==> src/rtl/evr_pkg.sv <==
package evr_pkg;
  localparam int WORD_W  = 32;
  localparam int LINE_W  = 3;
  localparam int SRC_W   = 7;
  localparam int LINES   = 1 << LINE_W;
  localparam logic [WORD_W-1:0] CTRL_MASK = 32'h5E30_7F07;

  typedef enum logic [1:0] {
    EDGE_NONE = 2'd0,
    EDGE_RISE = 2'd1,
    EDGE_FALL = 2'd2,
    EDGE_ANY  = 2'd3
  } edge_mode_e;

  typedef struct packed {
    logic [LINE_W-1:0] line;
    logic [SRC_W-1:0]  src;
    edge_mode_e        mode;
    logic              widen;
    logic              invert;
    logic              merge_lo;
    logic              merge_hi;
    logic              bypass;
  } ch_cfg_t;

  function automatic ch_cfg_t decode_cfg(input logic [WORD_W-1:0] w);
    ch_cfg_t c;
    c.line     = w[2:0];
    c.src      = w[14:8];
    c.mode     = edge_mode_e'(w[21:20]);
    c.widen    = w[25];
    c.invert   = w[26];
    c.merge_lo = w[27];
    c.merge_hi = w[28];
    c.bypass   = w[30];
    return c;
  endfunction
endpackage

==> src/rtl/evr_ctrl_regs.sv <==
module evr_ctrl_regs #(
  parameter int N_CH = 4,
  localparam int CH_W = (N_CH > 1) ? $clog2(N_CH) : 1
) (
  input  logic                      clk,
  input  logic                      rst,
  input  logic                      wr_en,
  input  logic [CH_W-1:0]           wr_ch,
  input  logic [31:0]               wr_data,
  input  logic [CH_W-1:0]           rd_ch,
  output logic [31:0]               rd_data,
  output logic [N_CH-1:0][31:0]     ctrl
);
  import evr_pkg::*;

  always_ff @(posedge clk) begin
    if (rst) begin
      ctrl    <= '0;
      rd_data <= '0;
    end else begin
      if (int'(rd_ch) < N_CH) rd_data <= ctrl[rd_ch];
      else                    rd_data <= '0;
      if (wr_en && int'(wr_ch) < N_CH) ctrl[wr_ch] <= wr_data & CTRL_MASK;
    end
  end

  // the first cycle after reset shows a cleared read port
  a_r1_read_cleared: assert property (@(posedge clk) rst |=> rd_data == '0);
endmodule

==> src/rtl/evr_src_mux.sv <==
module evr_src_mux #(
  parameter int N_GRP = 8,
  localparam int LINES = evr_pkg::LINES,
  localparam int SW    = N_GRP * LINES
) (
  input  logic [SW-1:0]              src_evt,
  input  logic [evr_pkg::SRC_W-1:0]  src,
  input  logic [evr_pkg::LINE_W-1:0] line,
  output logic                       sel
);
  always_comb begin
    sel = 1'b0;
    for (int g = 0; g < N_GRP; g++) begin
      if (int'(src) == g + 1) sel = src_evt[g*LINES + int'(line)];
    end
  end
endmodule

==> src/rtl/evr_shaper.sv <==
module evr_shaper (
  input  logic                clk,
  input  logic                rst,
  input  logic                sel,
  input  evr_pkg::edge_mode_e mode,
  input  logic                widen,
  input  logic                invert,
  input  logic                bypass,
  output logic                val
);
  import evr_pkg::*;

  logic sel_q, pulse_q, pulse, wide;

  always_comb begin
    unique case (mode)
      EDGE_RISE: pulse = sel & ~sel_q;
      EDGE_FALL: pulse = ~sel & sel_q;
      EDGE_ANY:  pulse = sel ^ sel_q;
      default:   pulse = sel;
    endcase
  end

  assign wide = widen ? (pulse | pulse_q) : pulse;
  assign val  = (bypass ? sel : wide) ^ invert;

  always_ff @(posedge clk) begin
    if (rst) begin
      sel_q   <= 1'b0;
      pulse_q <= 1'b0;
    end else begin
      sel_q   <= sel;
      pulse_q <= pulse;
    end
  end

  // a rising-edge pulse never lasts two cycles
  a_r5_rise_single: assert property (@(posedge clk) disable iff (rst)
    (mode == EDGE_RISE && pulse) |=> !(mode == EDGE_RISE && pulse));
  // a falling-edge pulse never lasts two cycles
  a_r6_fall_single: assert property (@(posedge clk) disable iff (rst)
    (mode == EDGE_FALL && pulse) |=> !(mode == EDGE_FALL && pulse));
  // a pulse seen last cycle is still present after widening
  a_r8_widen_hold: assert property (@(posedge clk) disable iff (rst)
    (widen && $past(pulse)) |-> wide);
endmodule

==> src/rtl/evt_route_bank.sv <==
module evt_route_bank #(
  parameter int N_CH  = 4,
  parameter int N_GRP = 8,
  localparam int CH_W = (N_CH > 1) ? $clog2(N_CH) : 1,
  localparam int SW   = N_GRP * evr_pkg::LINES
) (
  input  logic            clk,
  input  logic            rst,
  input  logic            wr_en,
  input  logic [CH_W-1:0] wr_ch,
  input  logic [31:0]     wr_data,
  input  logic [CH_W-1:0] rd_ch,
  output logic [31:0]     rd_data,
  input  logic [SW-1:0]   src_evt,
  output logic [N_CH-1:0] ch_out
);
  import evr_pkg::*;

  logic [N_CH-1:0][31:0] ctrl;
  ch_cfg_t               cfg [N_CH];
  logic [N_CH-1:0]       sel, v, or_in, and_kill, merged;

  evr_ctrl_regs #(.N_CH(N_CH)) u_regs (
    .clk(clk), .rst(rst), .wr_en(wr_en), .wr_ch(wr_ch), .wr_data(wr_data),
    .rd_ch(rd_ch), .rd_data(rd_data), .ctrl(ctrl)
  );

  for (genvar i = 0; i < N_CH; i++) begin : g_ch
    assign cfg[i] = decode_cfg(ctrl[i]);

    evr_src_mux #(.N_GRP(N_GRP)) u_mux (
      .src_evt(src_evt), .src(cfg[i].src), .line(cfg[i].line), .sel(sel[i])
    );

    evr_shaper u_shape (
      .clk(clk), .rst(rst), .sel(sel[i]), .mode(cfg[i].mode),
      .widen(cfg[i].widen), .invert(cfg[i].invert), .bypass(cfg[i].bypass),
      .val(v[i])
    );

    if (i > 0) begin : g_lo
      assign or_in[i] = cfg[i].merge_lo & v[i-1];
    end else begin : g_lo_none
      assign or_in[i] = 1'b0;
    end

    if (i < N_CH - 1) begin : g_hi
      assign and_kill[i] = cfg[i].merge_hi & ~v[i+1];
    end else begin : g_hi_none
      assign and_kill[i] = 1'b0;
    end

    assign merged[i] = (v[i] | or_in[i]) & ~and_kill[i];

    // a missing or unlisted source never yields a set line
    a_r3_no_source: assert property (@(posedge clk) disable iff (rst)
      (cfg[i].src == '0 || int'(cfg[i].src) > N_GRP) |-> !sel[i]);
  end

  always_ff @(posedge clk) begin
    if (rst) ch_out <= '0;
    else     ch_out <= merged;
  end

  // outputs are cleared in the cycle after reset
  a_r1_out_cleared: assert property (@(posedge clk) rst |=> ch_out == '0);
endmodule

==> config.mk <==
export PLATFORM = sky130hd
export DESIGN_NAME = evt_route_bank
export DESIGN_NICKNAME = d
export VERILOG_FILES = /design/src/rtl/evr_pkg.sv /design/src/rtl/evr_ctrl_regs.sv /design/src/rtl/evr_src_mux.sv /design/src/rtl/evr_shaper.sv /design/src/rtl/evt_route_bank.sv
export SDC_FILE = /design/constraint.sdc
export NUM_CORES = 1
export LEC_CHECK = 0
export BUFFER_PORTS_ARGS = -buffer_cell sky130_fd_sc_hd__buf_2
export CAP_MARGIN = 20
export CORE_MARGIN = 2
export CORE_UTILIZATION = 35
export CTS_BUF_LIST = sky130_fd_sc_hd__clkbuf_8
export DETAILED_ROUTE_END_ITERATION = 6
export MAX_ROUTING_LAYER = met4
export SLEW_MARGIN = 5
export SYNTH_ARGS = -nofsm -noshare
export SYNTH_HDL_FRONTEND = slang
export SYNTH_SLANG_ARGS = --single-unit
==> constraint.sdc <==
create_clock -name clk -period 6.8 [get_ports clk]
set_input_delay 0.34 -clock clk [delete_from_list [all_inputs] [get_ports clk]]
set_output_delay 0.34 -clock clk [all_outputs]
set_load 0.02 [all_outputs]
==> results.sh, run 1 <==
export IMPL_outcome="finished, final reports clean"
export IMPL_drc_errors=0
export IMPL_synth_cells=709
export IMPL_critPathLaunch="u_regs.ctrl[97]"
export IMPL_yosysSeqAreaShare_pct=29.2
export IMPL_irDropWorstVdd_mv=0.0792
export IMPL_crit_family="compound AO/OA/AOI/OAI gates"
export IMPL_cts_tree="yes"
export IMPL_worstSetupStartpointType="register"
export IMPL_cts_resized=0
export IMPL_drive_gt1_share_pct=26.8
export IMPL_path_cells="mux4_2 -> nor2_1 -> nor4b_1 -> nor3_1 -> o31ai_1 -> o21a_1 -> ha_1 -> nand2_1 -> o21ai_0 -> nand2_1 -> a221o_1 -> and2_1 -> a22o_1 -> nor3b_1 -> and3b_1 -> a211oi_1"
export IMPL_vias=5747
export IMPL_worst_pin_slew_ns=1.04
export IMPL_coreArea_um2=18700
export IMPL_ios=139
export IMPL_min_path_cells=3
export IMPL_layout_commonest_cell="nand2_1"
export IMPL_ys_types=70
export IMPL_cts_buffers=9
export IMPL_die_h_um=142
export IMPL_hold_viol_final=0
export IMPL_place_ws_ns=2.39
export IMPL_wl_met1_um=8870
export IMPL_clkSlewWorstSetupHoldPaths_ns=0.09
export IMPL_grt_pass1_wl_um=30400
export IMPL_total_power_mw=1.28
export IMPL_synth_seq_cells=97
export IMPL_detailed_place_hpwl_um=14500
export IMPL_antenna_found_initial=2
export IMPL_clk_latency_ns=0.36
export IMPL_cp_common_cell="nand2_1"
export IMPL_max_stage_delay_ns=1.00
export IMPL_setup_viol=0
export IMPL_utilization_pct=39.9
export IMPL_top_layer="met4"
export IMPL_arrival_ns=4.78
export IMPL_ctsHoldBuffers=0
export IMPL_met3RoutedLength_um=1420
export IMPL_dieArea_um2=20200
export IMPL_nFillCells=1849
export IMPL_clockRootBuffer="clkbuf_8"
export IMPL_wl_per_cell_um=19.3
export IMPL_place_port_buffers=108
export IMPL_final_cell_mix="nand2_1 (156), buf_2 (108), dfxtp_1 (97)"
export IMPL_start_util_pct=35.6
export IMPL_dr_pass1_iters=5
export IMPL_hp_start="wr_data[28]"
export IMPL_p_leak_nw=2.67
export IMPL_synth_edf_count=0
export IMPL_maxSlewHeadroom_pct=30.4
export IMPL_finalWirelength_um=19800
export IMPL_fin_crit_sh_pct=66.6
export IMPL_reg2regPathDepth=16
export IMPL_finalSetupTns_ns=0
export IMPL_die_w_um=142
export IMPL_slowest_stage="dfxtp_1"
export IMPL_dp_cells=1005
export IMPL_maxCapViolations=0
export IMPL_clockBufferDepth=2
export IMPL_syn_cell_area_um2=6660
export IMPL_num_rows=50
export IMPL_gp_congestion=0.851
export IMPL_worstHoldPathType="input port to register"
export IMPL_power_density_nw_per_um2=171
export IMPL_grt_overflow_total=0
export IMPL_nets=894
export IMPL_layout_setup_ws_ns=2.27
export IMPL_cp_end_kind="register"
export IMPL_final_setup_skew_ns=0.0115
export IMPL_ys_async_sr_fraction_pct=0
export IMPL_cts_sinks=97
export IMPL_wl_met2_um=9180
export IMPL_reg2reg_from="u_regs.ctrl[97]"
export IMPL_rsz0062_at_grt="false"
export IMPL_drt_initial_drc_count=634
export IMPL_ys_warnings_count=0
export IMPL_path_max_fanout=21
export IMPL_ant_nets=0
export IMPL_post_cts_buffers=0
export IMPL_worst_path_stages=16
export IMPL_routed_via_density=5.62
export IMPL_critPathBufInv=0
export IMPL_syn2layout_area_growth_pct=12.0
export IMPL_grt_pass1_vias=5297
export IMPL_fin_crit_ns=4.53
export IMPL_grt_usage_pct=20.1
export IMPL_final_max_slew_viol_count=0
export IMPL_required_ns=7.05
export IMPL_synth_flop_cell="dfxtp_1"
export IMPL_grt_max_degree=77
export IMPL_htreeDepth=3
export IMPL_crit_type="register to register"
export IMPL_fin_cells=1023
export IMPL_avgSynthCellArea_um2=9.40
export IMPL_max_freq_ghz=0.221
through the flow:
stage | area (µm²) | hold slack [ns]
2_1_floorplan | 6710 | 0.420
3_5_place_dp | 7240 | 0.447
5_1_grt | 7460 | 0.223
6_report | 7460 | 0.242
3_3_place_gp | 7240 | 0.442
4_1_cts | 7440 | 0.227
worst paths after layout:
path	endpoint	slack (ns)
max	ch_out[2]	2.27
min	u_regs.ctrl[124]	0.24
min reg2reg	u_regs.ctrl[124]	0.46
max reg2reg	ch_out[2]	2.27
worst register-to-register path: stages (launching register included):
cell and delay (ns):
dfxtp_1 1.00, mux4_2 0.62, nor2_1 0.13, nor4b_1 0.07, nor3_1 0.22, o31ai_1 0.19, o21a_1 0.27, ha_1 0.29
nand2_1 0.04, o21ai_0 0.08, nand2_1 0.10, a221o_1 0.33, and2_1 0.17, a22o_1 0.22, nor3b_1 0.22, and3b_1 0.21
a211oi_1 0.26
power by group:
group          switching [mW]  internal (mW)  total, mW
clock                   0.196          0.204      0.400
combinational           0.142          0.119      0.261
sequential             0.0298          0.589      0.619
total                   0.368          0.912       1.28
metal layers:
metal / global-route usage [%] / vias to the layer above
met5: - / -
met4: 4.26 / 0
met3: 3.67 / 27
met2: 30.9 / 232
met1: 27.8 / 2757
li1: - / 2731
area by class of cell:
cell class / instances / area [µm²] / share of cell area, %
multi-input combinational: 542 / 4350 / 58.2
antenna: 2 / 5.00 / 0.0671
tap: 234 / 293 / 3.92
clock inverter: 6 / 82.6 / 1.11
timing repair buffer: 116 / 608 / 8.15
clock buffer: 9 / 124 / 1.66
inverter: 17 / 63.8 / 0.855
sequential: 97 / 1940 / 26.0
flip-flops by register name, indices dropped and copies added (netlist names):
signal	cells
ch_out	4
g_ch.u_shape.pulse_q	4
u_regs.ctrl	68
u_regs.rd_data	17
g_ch.u_shape.sel_q	4
kinds of logic after synthesis:
family	Yosys count	synth area share (%)
adder cells (fa/ha/maj)	8	1.50
flip-flops	97	29.2
AO/OA/AOI/OAI	140	13.4
XOR/XNOR	2	0.376
other	1	0.0563
multiplexers	108	29.9
AND/OR/NAND/NOR	269	19.1
buffers and inverters	84	6.48
Yosys cell counts (5+ instances only):
| master | instances | share of area [%] |
|---|---|---|
| buf_1 | 5 | 0.28 |
| nand3_1 | 6 | 0.45 |
| nor3b_1 | 6 | 0.68 |
| nand2_1 | 156 | 8.8 |
| nor3_1 | 8 | 0.60 |
| inv_1 | 16 | 0.90 |
| buf_2 | 6 | 0.45 |
| nand2b_1 | 11 | 1.0 |
| a21oi_1 | 75 | 5.6 |
| mux2i_1 | 32 | 4.8 |
| mux4_2 | 62 | 21 |
| nand3b_1 | 5 | 0.56 |
| a211oi_1 | 7 | 0.79 |
| o21ai_0 | 9 | 0.68 |
| mux2_2 | 6 | 1.0 |
| and2_1 | 18 | 1.7 |
| buf_4 | 21 | 2.4 |
| o21a_1 | 5 | 0.56 |
| ha_1 | 8 | 1.5 |
| nor2b_1 | 7 | 0.66 |
| nor2_1 | 23 | 1.3 |
| clkbuf_1 | 31 | 1.7 |
| mux4_1 | 8 | 3.2 |
| dfxtp_1 | 97 | 29 |
Power figures use the tool's default switching activity.
==> inputs of run 2 (changes only) <==
- clock period: 6.8 -> 3.8 ns (I/O delays scaled with it)
==> results.sh, run 2 (synthesis gave the netlist of run 1 again) <==
export IMPL_hold_viol_final=0
export IMPL_antenna_cells=0
export IMPL_required_ns=4.02
export IMPL_regMostFlops="u_regs.ctrl"
export IMPL_gp_congestion=0.936
export IMPL_clk_latency_ns=0.37
export IMPL_whs_ns=0.0798
export IMPL_fin_cells=1061
export IMPL_die_w_um=142
export IMPL_ios=139
export IMPL_final_setup_skew_ns=0.0170
export IMPL_maxSlewHeadroom_pct=43.7
export IMPL_detailed_place_hpwl_um=15600
export IMPL_largestRegisters="u_regs.ctrl x68, u_regs.rd_data x17"
export IMPL_ant_nets=0
export IMPL_max_freq_ghz=0.273
export IMPL_drive_gt1_share_pct=33.1
export IMPL_place_port_buffers=108
export IMPL_irDropWorstVdd_mv=0.162
export IMPL_worstSetupStartpointType="register"
export IMPL_layout_commonest_cell="nand2_1"
export IMPL_vias=6003
export IMPL_final_cell_mix="nand2_1 (156), buf_2 (108), dfxtp_1 (90)"
export IMPL_die_h_um=142
export IMPL_ctsHoldBuffers=0
export IMPL_cts_buffers=9
export IMPL_cts_sinks=97
export IMPL_clockRootBuffer="clkbuf_8"
export IMPL_worst_pin_slew_ns=0.842
export IMPL_coreArea_um2=18700
export IMPL_cts_tree="yes"
export IMPL_worstHoldPathType="input port to register"
export IMPL_setup_viol=0
export IMPL_outcome="finished, final reports clean"
export IMPL_fin_crit_ns=3.67
export IMPL_top_layer="met4"
export IMPL_met3RoutedLength_um=1470
export IMPL_crit_type="register to register"
export IMPL_wl_met1_um=9520
export IMPL_num_rows=50
export IMPL_wl_per_cell_um=19.6
export IMPL_routed_via_density=5.66
export IMPL_rsz0062_at_grt="true"
export IMPL_grt_pass1_vias=5502
export IMPL_clockBufferDepth=2
export IMPL_start_util_pct=35.6
export IMPL_maxCapViolations=0
export IMPL_arrival_ns=3.88
export IMPL_finalWirelength_um=20800
export IMPL_dieArea_um2=20200
export IMPL_grt_pass1_wl_um=32000
export IMPL_total_power_mw=2.34
export IMPL_path_max_fanout=8
export IMPL_antenna_found_initial=0
export IMPL_dp_cells=1037
export IMPL_drc_errors=0
export IMPL_clkSlewWorstSetupHoldPaths_ns=0.11
export IMPL_grt_usage_pct=21.1
export IMPL_cp_end_kind="register"
export IMPL_finalSetupTns_ns=0
export IMPL_fin_crit_sh_pct=96.4
export IMPL_final_max_slew_viol_count=0
export IMPL_power_density_nw_per_um2=296
export IMPL_drt_initial_drc_count=538
export IMPL_grt_max_degree=76
export IMPL_syn2layout_area_growth_pct=18.7
export IMPL_grt_overflow_total=0
export IMPL_utilization_pct=42.3
export IMPL_largest_reg_flops=68
export IMPL_max_stage_delay_ns=0.55
export IMPL_dr_pass1_iters=5
export IMPL_wl_met2_um=9440
export IMPL_p_leak_nw=2.91
export IMPL_nets=933
export IMPL_htreeDepth=3
export IMPL_path_cells="buf_12 -> mux4_1 -> mux2_2 -> o32ai_2 -> nor2_1 -> or2_2 -> ha_1 -> inv_1 -> mux4_2 -> o41ai_2 -> a31o_2 -> xor2_4 -> a221oi_2"
export IMPL_slowest_stage="mux4_1"
==> run 2: cell count changes in the layout (fill, tap and decap cells not counted), moves of 4 or more <==
cell     delta
buf_4      +35
dfxtp_1     -7
dfxtp_2     +5
buf_12      +4
==> run 2: through the flow <==
| step | cell area [µm²] | setup slack (ns) |
|---|---|---|
| 4_1_cts | 7760 | 0.0152 |
| 2_1_floorplan | 6710 | 0.325 |
| 5_1_grt | 7910 | -0.0448 |
| 3_3_place_gp | 7530 | -0.0221 |
| 6_report | 7910 | 0.135 |
| 3_5_place_dp | 7530 | -0.0413 |
==> run 2: timing repair <==
| item | 4_1_cts | 5_1_grt |
|---|---|---|
| gates cloned | 0 | 1 |
| setup buffers | 0 | 7 |
| resized for setup | 5 | 22 |
| pin swaps | 0 | 7 |
| endpoints found under the setup margin | 2 | 4 |
==> run 2: critical path: cells and delay by family, from the launching register on <==
kind / cells / cell delay (ns)
fa+ha+maj: 1 / 0.27
mux: 3 / 1.31
compound gates: 4 / 0.68
simple gates: 2 / 0.45
flops: 1 / 0.39
xor+xnor: 1 / 0.21
buf+inv: 2 / 0.17
==> run 2: metal layers <==
layer	vias up	GRT usage, %
met5	-	-
met4	0	4.53
met3	31	3.26
met2	261	31.7
met1	2910	30.4
li1	2801	-
==> run 2: report_power, final <==
| part | switching (mW) | internal (mW) |
|---|---|---|
| Combinational | 0.282 | 0.242 |
| Clock | 0.387 | 0.332 |
| Sequential | 0.0437 | 1.05 |
| Total | 0.712 | 1.63 |
==> run 2: final timing paths <==
path                                       start                to  slack, ns  depth (start not counted)
worst max-delay path             u_regs.ctrl[64]         ch_out[1]       0.13                         13
worst min-delay path                 wr_data[26]   u_regs.ctrl[90]       0.08                          3
worst max register to register   u_regs.ctrl[64]         ch_out[1]       0.13                         13
worst min register to register  u_regs.ctrl[124]  u_regs.ctrl[124]       0.46                          2
==> run 2: cell type report <==
| cell class | instances | area [µm²] |
|---|---|---|
| well taps | 234 | 293 |
| flip-flops and latches | 97 | 1960 |
| fillers | 1803 | 10800 |
| repair buffers | 155 | 961 |
| multi-input cells | 542 | 4420 |
| clock buffers | 10 | 138 |
| clock inverters | 6 | 77.6 |
| inverters | 17 | 63.8 |
